File: src/rtl/adc_hold_pkg.sv
package adc_hold_pkg;
  localparam int unsigned RES_W_DEF  = 10;
  localparam int unsigned BYTE_W_DEF = 8;

  typedef enum logic {
    SEL_LOW  = 1'b0,
    SEL_HIGH = 1'b1
  } byte_sel_e;
endpackage

File: src/rtl/adc_hold_align.sv
module adc_hold_align #(
  parameter int unsigned RES_W  = 10,
  parameter int unsigned BYTE_W = 8,
  localparam int unsigned WORD_W = 2 * BYTE_W,
  localparam int unsigned PAD_W  = WORD_W - RES_W
) (
  input  logic [RES_W-1:0]  value,
  input  logic              left,
  output logic [WORD_W-1:0] word
);
  logic [WORD_W-1:0] ext;

  initial begin
    if (RES_W > WORD_W) $error("result wider than two bytes");
  end

  always_comb begin
    ext  = WORD_W'(value);
    word = left ? (ext << PAD_W) : ext;
  end
endmodule

File: src/rtl/adc_hold_lock.sv
module adc_hold_lock
  import adc_hold_pkg::*;
(
  input  logic clk,
  input  logic rst,
  input  logic conv_done,
  input  logic rd_strobe,
  input  logic rd_sel,
  output logic wr_en,
  output logic locked
);
  logic lock_q;
  logic rd_low;
  logic rd_high;

  always_comb begin
    rd_low  = rd_strobe && (byte_sel_e'(rd_sel) == SEL_LOW);
    rd_high = rd_strobe && (byte_sel_e'(rd_sel) == SEL_HIGH);
    wr_en   = conv_done && !lock_q && !rd_low;
  end

  always_ff @(posedge clk) begin
    if (rst) begin
      lock_q <= 1'b0;
    end else if (rd_low) begin
      lock_q <= 1'b1;
    end else if (rd_high) begin
      lock_q <= 1'b0;
    end
  end

  assign locked = lock_q;
endmodule

File: src/rtl/adc_hold_regs.sv
module adc_hold_regs #(
  parameter int unsigned BYTE_W = 8,
  localparam int unsigned WORD_W = 2 * BYTE_W
) (
  input  logic              clk,
  input  logic              rst,
  input  logic              wr_en,
  input  logic [WORD_W-1:0] word,
  input  logic              conv_done,
  output logic [BYTE_W-1:0] lo_q,
  output logic [BYTE_W-1:0] hi_q,
  output logic              flag_q
);
  always_ff @(posedge clk) begin
    if (rst) begin
      lo_q   <= '0;
      hi_q   <= '0;
      flag_q <= 1'b0;
    end else begin
      flag_q <= conv_done;
      if (wr_en) begin
        lo_q <= word[BYTE_W-1:0];
        hi_q <= word[WORD_W-1:BYTE_W];
      end
    end
  end
endmodule

File: src/rtl/adc_result_hold.sv
module adc_result_hold
  import adc_hold_pkg::*;
#(
  parameter int unsigned RES_W  = RES_W_DEF,
  parameter int unsigned BYTE_W = BYTE_W_DEF
) (
  input  logic              clk,
  input  logic              rst,
  input  logic              conv_done,
  input  logic [RES_W-1:0]  conv_value,
  input  logic              align_left,
  input  logic              rd_strobe,
  input  logic              rd_sel,
  output logic [BYTE_W-1:0] data_lo,
  output logic [BYTE_W-1:0] data_hi,
  output logic              done_flag
);
  localparam int unsigned WORD_W = 2 * BYTE_W;

  logic [WORD_W-1:0] fmt_word;
  logic              wr_en;
  logic              lock_state;

  adc_hold_align #(.RES_W(RES_W), .BYTE_W(BYTE_W)) u_align (
    .value (conv_value),
    .left  (align_left),
    .word  (fmt_word)
  );

  adc_hold_lock u_lock (
    .clk       (clk),
    .rst       (rst),
    .conv_done (conv_done),
    .rd_strobe (rd_strobe),
    .rd_sel    (rd_sel),
    .wr_en     (wr_en),
    .locked    (lock_state)
  );

  adc_hold_regs #(.BYTE_W(BYTE_W)) u_regs (
    .clk       (clk),
    .rst       (rst),
    .wr_en     (wr_en),
    .word      (fmt_word),
    .conv_done (conv_done),
    .lo_q      (data_lo),
    .hi_q      (data_hi),
    .flag_q    (done_flag)
  );
endmodule

File: config.mk
export PLATFORM = sky130hd
export DESIGN_NAME = adc_result_hold
export DESIGN_NICKNAME = d
export VERILOG_FILES = /design/src/rtl/adc_hold_pkg.sv /design/src/rtl/adc_hold_align.sv /design/src/rtl/adc_hold_lock.sv /design/src/rtl/adc_hold_regs.sv /design/src/rtl/adc_result_hold.sv
export SDC_FILE = /design/constraint.sdc
export NUM_CORES = 1
export LEC_CHECK = 0
export CAP_MARGIN = 40
export CORE_MARGIN = 1.5
export CORE_UTILIZATION = 45
export CTS_BUF_LIST = sky130_fd_sc_hd__clkbuf_4 sky130_fd_sc_hd__clkbuf_8
export DETAILED_ROUTE_END_ITERATION = 10
export DONT_BUFFER_PORTS = 1
export GPL_TIMING_DRIVEN = 1
export PLACE_DENSITY = 0.72
export SLEW_MARGIN = 20
export SYNTH_ARGS = -nofsm -noshare
export SYNTH_HDL_FRONTEND = slang
export SYNTH_SLANG_ARGS = --single-unit
File: constraint.sdc
create_clock -name clk -period 1.3 [get_ports clk]
set_input_delay 0.26 -clock clk [delete_from_list [all_inputs] [get_ports clk]]
set_output_delay 0.26 -clock clk [all_outputs]
set_load 0.02 [all_outputs]
Word level (Yosys, flattened, before mapping)
Index checks and enable logic that the tools add are counted.
{"block": "word_totals", "regBits": 18, "inputBits": 16, "wordCells": 15}
{"block": "op_classes", "n_reduce_logical": 7, "n_mux": 3, "n_bitwise": 1}
{"operator": "$mux 16", "count": 1}
{"operator": "$logic_and 1x1->1", "count": 4}
{"operator": "$logic_not 1->1", "count": 2}
{"operator": "$mux 1", "count": 2}
{"operator": "$reduce_bool 2->1", "count": 1}
{"operator": "$not 1->1", "count": 1}

Logic depth before layout (Yosys ltp)
Gate-level depths: netlist of run 1.
{"block": "depth", "word_depth": 4, "mapped_depth": 5}

Modules after synthesis
A second synthesis of run 1 with hierarchy kept.
{"block": "unflattened", "cells_unflattened": 77, "hier_area_um2": 815.8}
{"module": "adc_hold_regs", "area_per_inst_um2": 608.1, "cells_per_inst": 54, "seq_area_each_um2": 340.3, "instances": 1}
{"module": "adc_hold_align", "area_per_inst_um2": 157.7, "cells_per_inst": 18, "seq_area_each_um2": 0.0, "instances": 1}
{"module": "adc_hold_lock", "area_per_inst_um2": 50.0, "cells_per_inst": 5, "seq_area_each_um2": 20.0, "instances": 1}

Worst setup path after synthesis of run 1
Ideal clock, no wire load.
{"block": "synth_path", "path_type": "register to register", "from": "register u_lock.lock_q (netlist: u_lock.locked)", "to": "register u_regs.hi_q[2]", "stages_incl_launch_ff": 5, "synth_period_minus_slack_ps": 1001, "arrival_ps": 868, "path_buffers": 1, "t_required_ps": 1168, "path_slack_ps": 299, "path_cell_list": "dfxtp_1 nand2b_1 buf_4 o21ai_0 a21oi_1"}
{"block": "synth_between", "elab_chain_len": 3}
{"item": "start: declaration", "line": "adc_hold_lock.sv:12", "text": "logic lock_q;"}
{"item": "start signal: assignment", "line": "adc_hold_lock.sv:24", "text": "lock_q <= 1'b0;"}
{"item": "start signal: assignment", "line": "adc_hold_lock.sv:26", "text": "lock_q <= 1'b1;"}
{"item": "start signal: assignment", "line": "adc_hold_lock.sv:28", "text": "lock_q <= 1'b0;"}
{"item": "$logic_not 1->1", "line": "adc_hold_lock.sv:19", "text": "wr_en = conv_done && !lock_q && !rd_low;"}
{"item": "$logic_and 1x1->1 (2 in a row)", "line": "adc_hold_lock.sv:19"}
{"item": "end signal: assignment", "line": "adc_hold_regs.sv:23", "text": "hi_q <= word[WORD_W-1:BYTE_W];"}
{"item": "end: declaration", "line": "adc_hold_regs.sv:11", "text": "output logic [BYTE_W-1:0] hi_q,"}
No other way between the ends.
A chain may end at the register's enable or synchronous reset.

Final worst setup path of run 1
{"block": "layout_path", "from": "register u_lock.lock_q (netlist: u_lock.locked)", "to": "register u_regs.lo_q[5]"}
{"block": "layout_between", "elab_chain_len": 3}
{"item": "$logic_not 1->1", "line": "adc_hold_lock.sv:19"}
{"item": "$logic_and 1x1->1 (2 in a row)", "line": "adc_hold_lock.sv:19"}
{"item": "end signal: assignment", "line": "adc_hold_regs.sv:22", "text": "lo_q <= word[BYTE_W-1:0];"}
{"item": "end: declaration", "line": "adc_hold_regs.sv:10", "text": "output logic [BYTE_W-1:0] lo_q,"}
No other way between the ends.

==> summary.txt, run 1 <==
Synthesis
  – Synth top cells by count: dfxtp_1, a21oi_1
  – Post-Syn Area: 793.3 µm²
  – Synth top area cells: dfxtp_1, a21oi_1, nand4b_1, mux2i_1, nand4_1
  – Synthesized flop and latch total: 18
  – Synth warnings: 0
  – Post-synth top area share: 45.43%
  – Top-count cell post-synth: dfxtp_1
  – Unique masters post-synth: 18
  – Seq/Total Area, Yosys: around 45%
  – Syn nets: 100
  – Top_reg_cell synth: dfxtp_1
  – Top cell type by total area after synthesis: dfxtp_1
  – FFs w/ async S/R, synth: 0%
  – Post-synth EDFFs: 0
  – Mapped Cells: 84
  – Syn Area/Cell: between 9 and 10 µm²

Routing
  – Routed Wire Length: between 1.5 and 2 mm
  – DRC viols: 0
  – Vias: 616
  – Vias per cell: roughly 6.5
  – Antenna Nets Post-Route: 0
  – First-pass iteration count of the detailed router: 3
  – Violation count after the first detailed-route iteration: 13
  – WL per Instance: between 15 and 20 µm

Clock tree
  – Post-cts sizing count: 0
  – Buffers from clock root to sink, at most: 2
  – TritonCTS buffer count: 3
  – Cts hold-fix bufs: 0
  – TritonCTS Sinks: 18
  – Clk root buf: clkbuf_4
  – Post-CTS setup buffers: 0
  – Clock transition at path regs: 90 ps
  – CTS tree: built
  – H-tree depth: 1
  – Worst skew pair latency: 280 ps

STA
  – RSZ-0062 raised after global routing: false
  – Slew headroom: approximately 73%
  – Final min period: 1174 ps
  – Tcrit/Tclk final: between 90% and 100%
  – Finish-stage setup viols: 0
  – Max frequency: approximately 0.85 GHz
  – Slew Viols, Final: 0
  – Setup TNS: 0 ps
  – Worst Skew: approximately 1.2 ps
  – Final hold slack: around 30 ps
  – Final Hold Vio Count: 0
  – PnR worst setup slack: 126.0 ps
  – Tightest Pin Transition: just over 400 ps

Critical path
  – CP Launch Type: flop
  – FF-to-FF Start: u_lock.locked
  – R2R cell count: 4
  – FF-to-FF setup slack: about 130 ps
  – Required @ worst endpoint: about 1500 ps
  – Worst Setup End Kind: flop
  – Arr. time, crit path: between 1000 and 1500 ps
  – Worst-path maximum fanout: 8
  – FF-to-FF End: u_regs.lo_q[5]
  – Critical path type: reg2reg

Power
  – VDD IR-drop max: 0.8355 mV
  – Overall Power: about 0.98 mW
  – PwrDens: between 1000 and 1500 nW/µm²
  – Leak pwr: about 0.26 nW

Job
  – Max-cap violation count: 0

Placement
  – GP Congestion: between 0.7 and 0.8
  – Detailed placer's ending HPWL: about 1.1 mm
  – IO Port Bufs: 0
  – Place WS: approximately 140 ps

GRT
  – Largest net degree at the start of global routing: 19
  – Total GRT Usage: between 15 and 20%
  – Vias in the first global route: 589
  – First-pass GRT wire length: about 2.6 mm
  – Remaining Overflow, GRT: 0
  – Antenna violations before repair: 0

Layout
  – Filler Cells Inserted: 147
  – Antenna cell count: 0
  – Nets: between 90 and 100
  – Area growth syn-to-layout: -2.524%
  – Fraction of layout cells with a size suffix above 1: 7.595%

Die
  – CORE AREA: around 1600 µm²
  – Std-Cell Rows: 14
  – Starting density of the core: between 50% and 60%
  – IO Pins: 33
  – DIE WIDTH: between 40 and 50 µm
  – Die Height: between 40 and 50 µm
  – Die area: just over 2000 µm²

Min path
  – Worst hold start: rst
  – Worst hold path class: in2reg
  – Worst Hold Endpoint: u_lock.locked
  – Hold depth: 1

Run status
  – Outcome: complete, no violations
[worst max path at each step]
stage                             start              to  slack, ps
after floorplan           u_lock.locked  u_regs.hi_q[2]        300
after global placement    u_lock.locked  u_regs.hi_q[3]        140
after detailed placement  u_lock.locked  u_regs.lo_q[5]        140
after CTS                 u_lock.locked  u_regs.lo_q[5]        120
after global routing      u_lock.locked  u_regs.lo_q[7]         20
final                     u_lock.locked  u_regs.lo_q[5]        130
[sequential cells by signal, indices dropped and copies added, names as in the netlist]
signal         flops
u_regs.hi_q        8
u_regs.lo_q        8
u_lock.locked      1
u_regs.flag_q      1
[cell families (layout without fill, tap and decap cells)]
family / after synthesis / count (layout) / synth area share [%]
buf+inv: 10 / 5 / 9.779
mux: 4 / 4 / 5.048
flops: 18 / 18 / 45.43
simple gates: 19 / 19 / 17.67
compound gates: 33 / 33 / 22.08
[per-layer routing]
layer  part of all wire (%)  track usage (%)  wire length (µm)
met5                      0                0                 0
met4                    1.1            5.294                18
met3                    9.0            9.600               145
met2                     47            27.71               756
met1                     43            21.70               682
[worst max-delay path, cell delays in order (launching register included)]
cell and delay, ps:
dfxtp_1 350, nand2b_1 270, buf_4 210, o21ai_0 160, a21oi_1 80
[metrics by stage]
stage	util [%]	cells	area [µm²]
floorplan	-	84	793.3
global placement	47.62	92	750.7
detailed placement	47.62	92	750.7
CTS	49.05	95	773.2
global route	49.05	95	773.2
finish	49.05	95	773.2
[layout by cell type (no fill, tap or decap)]
cell | Yosys | routed
mux2i_1 | 4 | 4
dfxtp_1 | 18 | 18
clkbuf_4 | 0 | 3
a211oi_1 | 4 | 4
nand2b_1 | 3 | 3
and2b_1 | 1 | 1
buf_4 | 3 | 2
o21ai_0 | 6 | 6
nand4_1 | 6 | 6
nand4b_1 | 6 | 6
nor2_1 | 1 | 1
o21ai_1 | 6 | 6
nor2b_1 | 1 | 1
nor2b_4 | 1 | 1
a21oi_1 | 17 | 17
[final cells by class]
cell class,count,area [µm²],share of cell area [%]
tap,16,20.02,2.589
multi-input combinational,56,355.3,45.95
clock buffer,3,22.52,2.913
sequential,18,360.3,46.60
timing repair buffer,2,15.01,1.942
[report_power, final]
part,internal (mW),total [mW],switching [mW]
sequential,0.579,0.628,0.0490
combinational,0.0415,0.0921,0.0505
clock,0.108,0.264,0.157
total,0.728,0.984,0.256
Power figures use the tool's default switching activity.
==> inputs of run 2 (changes only) <==
- BUFFER_PORTS_ARGS: not set -> -buffer_cell sky130_fd_sc_hd__buf_4
- DONT_BUFFER_PORTS: 1 -> not set
- PLACE_DENSITY: 0.72 -> 0.88
==> run 2 against run 1 <==
Sequential power down 5.6%. Sequential cell count unchanged. Design area rose by 34%. Setup slack improved by 86 ps. Clock power grew 2%. Non-clock buffer count up 33. Wire length increased by 15%.
==> summary.txt, run 2 (synthesis results as in run 1) <==
Run status
  – Outcome: complete, no violations

Clock tree
  – H-tree depth: 1
  – Worst skew pair latency: around 290 ps
  – Post-CTS setup buffers: 0
  – TritonCTS buffer count: 3
  – Clk root buf: clkbuf_4
  – CTS tree: built
  – Buffers from clock root to sink, at most: 2
  – Clock transition at path regs: 90 ps
  – Cts hold-fix bufs: 0
  – TritonCTS Sinks: 18
  – Post-cts sizing count: 0

Routing
  – Vias: 751
  – Vias per cell: slightly below 6
  – DRC viols: 0
  – First-pass iteration count of the detailed router: 4
  – WL per Instance: about 14 µm
  – Violation count after the first detailed-route iteration: 15
  – Routed Wire Length: roughly 1.8 mm
  – Antenna Nets Post-Route: 0

Layout
  – Antenna cell count: 0
  – Leading cell type in the layout, fill and taps excluded: buf_4
  – Nets: 130
  – Fraction of layout cells with a size suffix above 1: 34.82%
  – Most frequent cells in the layout: buf_4, dfxtp_1, a21oi_1
  – Non-Filler Instances: around 130
  – Top Registers: u_regs.hi_q: 8 flops, u_regs.lo_q: 8 flops
  – Area growth syn-to-layout: 30.28%

Power
  – Overall Power: 1.089 mW
  – Leak pwr: ~0.44 nW
  – VDD IR-drop max: 0.6062 mV
  – PwrDens: ~1100 nW/µm²

STA
  – RSZ-0062 raised after global routing: false
  – Tightest Pin Transition: about 390 ps
  – Slew Viols, Final: 0
  – Finish-stage setup viols: 0
  – Worst Skew: 0.6501 ps
  – Max frequency: just over 0.9 GHz
  – Final Hold Vio Count: 0
  – Final min period: ~1100 ps
  – Slew headroom: between 70% and 80%
  – Tcrit/Tclk final: between 80% and 90%
  – Setup TNS: 0 ps

Min path
  – Worst hold start: conv_done
  – Hold depth: 2
  – Worst hold path class: in2reg

Placement
  – Detailed placer's ending HPWL: between 1 and 1.5 mm
  – Placed insts: between 100 and 150
  – IO Port Bufs: 32
  – GP Congestion: 0.7746

GRT
  – Remaining Overflow, GRT: 0
  – First-pass GRT wire length: about 2.9 mm
  – Antenna violations before repair: 0
  – Vias in the first global route: between 600 and 700
  – Largest net degree at the start of global routing: 19
  – Total GRT Usage: between 20% and 30%

Die
  – Die Height: about 45 µm
  – Std-Cell Rows: 14
  – CORE AREA: between 1500 and 2000 µm²
  – DIE WIDTH: around 45 µm
  – IO Pins: 33
  – Starting density of the core: between 50% and 60%
  – Die area: 2024 µm²

Critical path
  – Required @ worst endpoint: between 1500 and 2000 ps
  – Arr. time, crit path: 1300 ps
  – CP Launch Type: flop
  – FF-to-FF Start: u_lock.locked
  – Worst-path maximum fanout: 16
  – Critical path type: reg2reg
  – Worst Setup End Kind: flop
  – Crit path from: u_lock.locked
  – R2R cell count: 3

Job
  – Max-cap violation count: 0
## run 2: cell count changes in the layout (fill, tap and decap cells not counted)
cell    change
buf_4      +32
buf_12      +1
## run 2: layout make-up
cell class / count / area [µm²]
Clock buffer: 3 / 22.52
Fill cell: 137 / 543.0
Multi-Input combinational cell: 56 / 355.3
Sequential cell: 18 / 360.3
Tap cell: 16 / 20.02
Timing Repair Buffer: 35 / 275.3
## run 2: critical path: stages, from the launching register on
cell	delay, ps
dfxtp_1	360
nor2b_4	320
a21oi_1	110
a211oi_1	220
## run 2: worst paths after layout
| check | end | slack, ps |
|---|---|---|
| min reg2reg | u_regs.hi_q[2] | 480 |
| max | u_regs.lo_q[7] | 210 |
| min | u_regs.flag_q | 210 |
| max reg2reg | u_regs.lo_q[7] | 210 |
## run 2: stage by stage
stage | util [%] | cell area, µm² | worst slack, ps | hold slack (ps)
2_1_floorplan | - | 793.3 | 299.5 | 388.2
3_3_place_gp | 64.13 | 1011 | 86.16 | 467.9
3_5_place_dp | 64.13 | 1011 | 33.41 | 466.1
4_1_cts | 65.56 | 1033 | 203.6 | 214.5
5_1_grt | 65.56 | 1033 | 118.6 | 209.0
6_report | 65.56 | 1033 | 212.0 | 211.9
## run 2: routing by layer
layer,up-vias,routed length (µm),share of wire [%],GRT usage (%)
met5,-,0,0,0
met4,0,51,2.8,16.47
met3,5,74,4.0,4.000
met2,26,873,48,30.57
met1,351,837,46,24.88
li1,369,-,-,-
## run 2: power breakdown
| part | leakage, nW | internal, mW | switching (mW) | total [mW] |
|---|---|---|---|---|
| sequential | 0.147 | 0.579 | 0.0145 | 0.593 |
| clock | 0.0138 | 0.108 | 0.160 | 0.268 |
| combinational | 0.274 | 0.107 | 0.121 | 0.228 |
